$ cat src/rtl/sysexc_pkg.sv
package sysexc_pkg;
  localparam int VW = 9;

  localparam int V_NMI  = 2;
  localparam int V_MEM  = 4;
  localparam int V_BUS  = 5;
  localparam int V_USE  = 6;
  localparam int V_SVC  = 11;
  localparam int V_DBG  = 12;
  localparam int V_PSV  = 14;
  localparam int V_TICK = 15;
  localparam int V_EXT0 = 16;

  // system vectors that exist
  localparam logic [15:0] SYS_IMPL = 16'hD874;

  // packed order of the system summary vectors handed to the register file
  localparam int S_NMI = 0, S_MEM = 1, S_BUS = 2, S_USE = 3;
  localparam int S_SVC = 4, S_DBG = 5, S_PSV = 6, S_TICK = 7;

  localparam logic [3:0] OFF_CTRL = 4'h0;
  localparam logic [3:0] OFF_HND  = 4'h4;
  localparam logic [3:0] OFF_TRIG = 4'h8;

  typedef struct packed {
    logic          set_nmi;
    logic          set_psv;
    logic          clr_psv;
    logic          set_tick;
    logic          clr_tick;
    logic          trig_vld;
    logic [VW-1:0] trig_num;
  } wr_cmd_t;
endpackage

$ cat src/rtl/sysexc_prio_enc.sv
module sysexc_prio_enc #(
  parameter int W  = 80,
  parameter int OW = 9
) (
  input  logic [W-1:0]  req,
  output logic [OW-1:0] idx,
  output logic          hit
);
  // descending scan: the last match, the lowest index, wins
  always_comb begin
    idx = '0;
    hit = 1'b0;
    for (int i = W - 1; i >= 0; i--) begin
      if (req[i]) begin
        idx = OW'(i);
        hit = 1'b1;
      end
    end
  end
endmodule

$ cat src/rtl/sysexc_pend_bank.sv
module sysexc_pend_bank #(
  parameter int NVEC = 80
) (
  input  logic            clk,
  input  logic            rst_n,
  input  logic [NVEC-1:0] pend_set,
  input  logic [NVEC-1:0] pend_clr,
  input  logic [NVEC-1:0] act_set,
  input  logic [NVEC-1:0] act_clr,
  output logic [NVEC-1:0] pend_q,
  output logic [NVEC-1:0] act_q
);
  for (genvar g = 0; g < NVEC; g++) begin : g_cell
    // a set always overrides a clear arriving in the same cycle
    always_ff @(posedge clk or negedge rst_n) begin
      if (!rst_n) begin
        pend_q[g] <= 1'b0;
        act_q[g]  <= 1'b0;
      end else begin
        pend_q[g] <= pend_set[g] | (pend_q[g] & ~pend_clr[g]);
        act_q[g]  <= act_set[g]  | (act_q[g]  & ~act_clr[g]);
      end
    end
  end
endmodule

$ cat src/rtl/sysexc_regfile.sv
module sysexc_regfile
  import sysexc_pkg::*;
#(
  parameter int NUM_EXT = 64
) (
  input  logic          clk,
  input  logic          rst_n,
  input  logic          wen,
  input  logic [3:0]    addr,
  input  logic [31:0]   wdata,
  output wr_cmd_t       cmd,
  output logic [2:0]    fault_en,
  input  logic [VW-1:0] act_vec,
  input  logic [VW-1:0] pend_vec,
  input  logic          multi_act,
  input  logic          ext_any,
  input  logic [7:0]    sys_pend,
  input  logic [7:0]    sys_act,
  output logic [31:0]   rdata
);
  logic wr_ctrl, wr_hnd, wr_trig;
  assign wr_ctrl = wen && (addr == OFF_CTRL);
  assign wr_hnd  = wen && (addr == OFF_HND);
  assign wr_trig = wen && (addr == OFF_TRIG);

  always_comb begin
    cmd.set_nmi  = wr_ctrl & wdata[31];
    cmd.set_psv  = wr_ctrl & wdata[28];
    cmd.clr_psv  = wr_ctrl & wdata[27] & ~wdata[28];
    cmd.set_tick = wr_ctrl & wdata[26];
    cmd.clr_tick = wr_ctrl & wdata[25] & ~wdata[26];
    cmd.trig_num = wdata[VW-1:0];
    cmd.trig_vld = wr_trig && (int'(wdata[VW-1:0]) < NUM_EXT);
  end

  always_ff @(posedge clk or negedge rst_n) begin
    if (!rst_n)      fault_en <= 3'b000;
    else if (wr_hnd) fault_en <= wdata[18:16];
  end

  always_comb begin
    rdata = '0;
    case (addr)
      OFF_CTRL: begin
        rdata[VW-1:0] = act_vec;
        rdata[11]     = ~multi_act;
        rdata[20:12]  = pend_vec;
        rdata[22]     = ext_any;
        rdata[26]     = sys_pend[S_TICK];
        rdata[28]     = sys_pend[S_PSV];
        rdata[31]     = sys_pend[S_NMI];
      end
      OFF_HND: begin
        rdata[0]     = sys_act[S_MEM];
        rdata[1]     = sys_act[S_BUS];
        rdata[3]     = sys_act[S_USE];
        rdata[7]     = sys_act[S_SVC];
        rdata[8]     = sys_act[S_DBG];
        rdata[10]    = sys_act[S_PSV];
        rdata[11]    = sys_act[S_TICK];
        rdata[12]    = sys_pend[S_USE];
        rdata[13]    = sys_pend[S_MEM];
        rdata[14]    = sys_pend[S_BUS];
        rdata[15]    = sys_pend[S_SVC];
        rdata[18:16] = fault_en;
      end
      default: rdata = '0;
    endcase
  end

  logic unused_bits;
  assign unused_bits = ^{wdata[30:29], wdata[24:19], wdata[15:9],
                         sys_pend[S_DBG], sys_act[S_NMI]};
endmodule

$ cat src/rtl/sysexc_ctrl.sv
module sysexc_ctrl
  import sysexc_pkg::*;
#(
  parameter int NUM_EXT = 64
) (
  input  logic               clk,
  input  logic               rst_n,
  input  logic               reg_wen,
  input  logic [3:0]         reg_addr,
  input  logic [31:0]        reg_wdata,
  output logic [31:0]        reg_rdata,
  input  logic [NUM_EXT-1:0] ext_irq_i,
  input  logic [15:0]        sys_pend_i,
  input  logic               tick_i,
  input  logic               ack_i,
  input  logic               cmpl_i,
  input  logic [VW-1:0]      cmpl_vec_i,
  output logic               irq_req_o,
  output logic [VW-1:0]      pend_vec_o,
  output logic [VW-1:0]      act_vec_o
);
  localparam int NVEC = V_EXT0 + NUM_EXT;
  localparam logic [NVEC-1:0] ONE = NVEC'(1);

  wr_cmd_t         cmd;
  logic [2:0]      fault_en;
  logic [NVEC-1:0] pend_q, act_q;
  logic [NVEC-1:0] pend_set, pend_clr, act_set, act_clr;
  logic [NVEC-1:0] en_m, avail;
  logic            act_hit, multi_act, ext_any;
  logic [7:0]      sys_pend, sys_act;

  always_comb begin
    en_m        = '1;
    en_m[V_MEM] = fault_en[0];
    en_m[V_BUS] = fault_en[1];
    en_m[V_USE] = fault_en[2];
  end
  assign avail = pend_q & en_m;

  sysexc_prio_enc #(.W(NVEC), .OW(VW)) u_pend_enc (
    .req(avail), .idx(pend_vec_o), .hit(irq_req_o)
  );
  sysexc_prio_enc #(.W(NVEC), .OW(VW)) u_act_enc (
    .req(act_q), .idx(act_vec_o), .hit(act_hit)
  );

  assign multi_act = |(act_q & (act_q - ONE));
  assign ext_any   = |pend_q[NVEC-1:V_EXT0];

  always_comb begin
    pend_set              = '0;
    pend_set[15:0]        = sys_pend_i & SYS_IMPL;
    pend_set[NVEC-1:V_EXT0] = ext_irq_i;
    pend_set[V_NMI]       = pend_set[V_NMI]  | cmd.set_nmi;
    pend_set[V_PSV]       = pend_set[V_PSV]  | cmd.set_psv;
    pend_set[V_TICK]      = pend_set[V_TICK] | cmd.set_tick | tick_i;
    if (cmd.trig_vld)
      pend_set = pend_set | (ONE << (int'(cmd.trig_num) + V_EXT0));
  end

  always_comb begin
    act_set = (ack_i && irq_req_o) ? (ONE << pend_vec_o) : '0;
    act_clr = (cmpl_i && (int'(cmpl_vec_i) < NVEC)) ? (ONE << cmpl_vec_i) : '0;
    pend_clr         = act_set;
    pend_clr[V_PSV]  = pend_clr[V_PSV]  | cmd.clr_psv;
    pend_clr[V_TICK] = pend_clr[V_TICK] | cmd.clr_tick;
  end

  sysexc_pend_bank #(.NVEC(NVEC)) u_bank (
    .clk(clk), .rst_n(rst_n),
    .pend_set(pend_set), .pend_clr(pend_clr),
    .act_set(act_set), .act_clr(act_clr),
    .pend_q(pend_q), .act_q(act_q)
  );

  assign sys_pend = {pend_q[V_TICK], pend_q[V_PSV], pend_q[V_DBG], pend_q[V_SVC],
                     pend_q[V_USE], pend_q[V_BUS], pend_q[V_MEM], pend_q[V_NMI]};
  assign sys_act  = {act_q[V_TICK], act_q[V_PSV], act_q[V_DBG], act_q[V_SVC],
                     act_q[V_USE], act_q[V_BUS], act_q[V_MEM], act_q[V_NMI]};

  sysexc_regfile #(.NUM_EXT(NUM_EXT)) u_regs (
    .clk(clk), .rst_n(rst_n),
    .wen(reg_wen), .addr(reg_addr), .wdata(reg_wdata),
    .cmd(cmd), .fault_en(fault_en),
    .act_vec(act_vec_o), .pend_vec(pend_vec_o),
    .multi_act(multi_act), .ext_any(ext_any),
    .sys_pend(sys_pend), .sys_act(sys_act),
    .rdata(reg_rdata)
  );

  logic unused_hit;
  assign unused_hit = act_hit;
endmodule

$ cat config.mk
export PLATFORM = sky130hd
export DESIGN_NAME = sysexc_ctrl
export DESIGN_NICKNAME = d
export VERILOG_FILES = /design/src/rtl/sysexc_pkg.sv /design/src/rtl/sysexc_prio_enc.sv /design/src/rtl/sysexc_pend_bank.sv /design/src/rtl/sysexc_regfile.sv /design/src/rtl/sysexc_ctrl.sv
export SDC_FILE = /design/constraint.sdc
export NUM_CORES = 1
export LEC_CHECK = 0
export BUFFER_PORTS_ARGS = -buffer_cell sky130_fd_sc_hd__buf_2
export CAP_MARGIN = 20
export CORE_ASPECT_RATIO = 1.4
export CORE_UTILIZATION = 40
export CTS_CLUSTER_DIAMETER = 40
export DETAILED_ROUTE_END_ITERATION = 6
export HOLD_SLACK_MARGIN = 0.12
export SLEW_MARGIN = 20
export SYNTH_ARGS = -nofsm -noshare
export SYNTH_HDL_FRONTEND = slang
export SYNTH_HIERARCHICAL = 1
export SYNTH_SLANG_ARGS = --single-unit
$ cat constraint.sdc
create_clock -name clk -period 4.7 [get_ports clk]
set_input_delay 0.235 -clock clk [delete_from_list [all_inputs] [get_ports clk]]
set_output_delay 0.235 -clock clk [all_outputs]
set_load 0.1 [all_outputs]
==> impl_metrics.py <==
metrics = {
    "outcome": {
        "outcome": "finished, final reports clean",
    },
    "finish": {
        "post-route-cell-area_um2": 14600,
        "multi_input_area_um2": 6950,
        "fillerInstances": 2949,
        "final_core_utilization_pct": 49.8,
        "total_nets_final": 1878,
        "ff_latch_area_um2": 4080,
        "antenna-diode-count": 0,
        "post_route_cells_drive_above_1_share_pct": 16.5,
        "syn2layout_area_growth_pct": 22.0,
        "post_layout_nonfiller_instances": 2139,
    },
    "clock_tree": {
        "cts-root-buf": "clkbuf_16",
        "clk_path_buf_depth": 2,
        "clkTransAtPathRegs_ns": 0.07,
        "numCtsBuffers": 17,
        "cts_tree": "yes",
        "cts_max_level": 4,
        "cts_num_sinks": 163,
        "worstSkewPairLatency_ns": 0.46,
    },
    "timing": {
        "final.setup.worst_slack_ns": 0.137,
        "fmaxAchievable_mhz": 219,
        "period_needed_ns": 4.56,
        "max-slew-margin-rel_pct": 32.2,
        "timing.final.setup_violations": 0,
        "finalMaxSlewViolations": 0,
        "clock-skew-final_ns": 0.0122,
        "timing.final.hold_violations": 0,
        "min_period_over_period_pct": 97.1,
        "fin_hold_ws_ns": 0.134,
        "worst-slew-pin-transition_ns": 1.01,
    },
    "die": {
        "floorplan.die.height_um": 207,
        "fp-row-count": 74,
        "design.core.area_um2": 29300,
        "die_area_um2": 30600,
        "floorplan.initialDensity_pct": 40.8,
        "ioPinCount": 182,
        "die-width_um": 148,
    },
    "power": {
        "ir_worst_vdd_mv": 0.179,
        "power_per_cell_area_nw_per_um2": 241,
        "cellLeakagePower_nw": 6.42,
    },
    "critical_path": {
        "start_kind": "register",
        "timing.setup.critical_path_class": "register to output port",
        "reg2reg_from": "u_bank/pend_q[75]",
        "critPathArrivalTime_ns": 4.33,
        "cp_max_fo": 15,
        "worstSetupEndpointType": "output port",
        "setup.worst_path.start": "u_bank/act_q[10]",
        "worst_ep_required_time_ns": 4.47,
    },
    "placement": {
        "gp_congestion": 1.01,
        "dp_hpwl_um": 39400,
        "place.detailed.instances": 2030,
        "port-buffer-count": 144,
        "detailedPlace.worstSlack_ns": 0.402,
        "placed_area_um2": 13200,
    },
    "min_path": {
        "worst_hold_startpoint": "ext_irq_i[36]",
        "hold_path_class": "input port to register",
    },
    "global_route": {
        "grt_most_used_layer": "met2",
        "grt_pass1_vias": 12210,
        "overall_routing_resource_usage_pct": 33.4,
        "overflow_left_after_global_routing": 0,
        "met3_usage_pct": 3.86,
        "antenna_found_initial": 0,
        "met2_demand_to_capacity_share_in_global_routing_pct": 59.0,
        "grt_pass1_wl_um": 74500,
        "groute.layer.met1.usage_pct": 37.6,
        "pin_count_of_the_biggest_net_entering_global_routing": 77,
    },
    "drt": {
        "drt-wirelength-per-cell_um": 23.5,
        "first_iter_violations": 935,
        "final_antenna_net_count": 0,
        "detail_route.drc_violations": 0,
        "routed_wirelength_um": 50200,
        "dr.pass1.iters": 7,
        "detail_route.vias_per_cell": 5.98,
        "route.vias.total": 12782,
    },
    "synth": {
        "postSynthCellCount": 1516,
        "synth.avg_cell_area_um2": 7.88,
        "synthesis.area_um2": 12000,
        "synth.yosys.warnings": 6,
    },
    "run": {
        "max_cap_viol_count": 0,
    },
}
[worst paths after layout]
kind | slack, ns | to | depth (start not counted)
worst min register to register | 0.51 | u_bank/pend_q[7] | 1
worst min-delay path | 0.13 | u_bank/pend_q[52] | 3
worst max register to register | 0.53 | u_bank/pend_q[71] | 11
max in group asynchronous | 3.15 | u_bank/act_q[38] | 3
min in group asynchronous | 0.36 | u_bank/pend_q[71] | 2
worst max-delay path | 0.14 | reg_rdata[11] | 11
[flip-flops by register name, indices dropped and copies added, names as in the netlist]
register	count
u_bank/act_q	80
u_bank/pend_q	80
u_regs/fault_en	3
[worst max-delay path, cell delays in order (launching register included)]
cell	delay [ns]
dfrtp_1	0.48
or4_1	0.72
nor2_4	0.22
nand3_4	0.23
nor3_4	0.34
buf_4	0.21
nand4b_1	0.10
a221oi_1	0.35
nand4_1	0.13
or4_1	0.66
o21ai_2	0.23
buf_12	0.19
[per-layer routing]
| metal | vias to the layer above | part of all wire [%] |
|---|---|---|
| met3 | 157 | 4.8 |
| met4 | 0 | 6.8 |
| met1 | 6184 | 38 |
| li1 | 5871 | - |
| met2 | 570 | 50 |
| met5 | - | 0 |
[cell type report]
cell class / instances / area share (%)
multi-input cells: 1117 / 47.7
flip-flops and latches: 163 / 28.0
repair buffers: 254 / 12.1
inverters: 193 / 4.97
well taps: 380 / 3.26
clock buffers: 20 / 3.20
clock inverters: 12 / 0.815
[stage by stage]
step	power, mW	setup TNS (ns)
global placement	2.05	0
global route	3.62	-0.0225
finish	3.51	0
detailed placement	2.05	0
floorplan	1.84	0
CTS	3.51	0
[cells in the final DEF, fill, tap and decap left out, types with 26 or more instances in the layout]
cell and count:
buf_2 142, dlygate4sd3_1 74, nor2_1 276, a21o_1 176
inv_1 193, o21bai_1 36, buf_4 35, nand2_1 73
nand3_1 33, nor4_1 72, o21ai_0 26, nor3_1 39
dfrtp_1 163
[what timing repair did]
action / 4_1_cts / 5_1_grt
gates resized for setup: 1 / 7
hold buffers: 74 / 0
endpoints found under the setup margin: 1 / 1
pin swaps: 0 / 1
buffers inserted: 0 / 2
hold endpoints to repair: 146 / 0
[report_power, final]
| group | switching [mW] | leakage, nW | internal [mW] |
|---|---|---|---|
| registers | 0.0358 | 1.89 | 1.42 |
| logic | 0.404 | 4.25 | 0.227 |
| clock network | 0.635 | 0.286 | 0.782 |
Note: power is estimated with default switching activity, not from simulation.
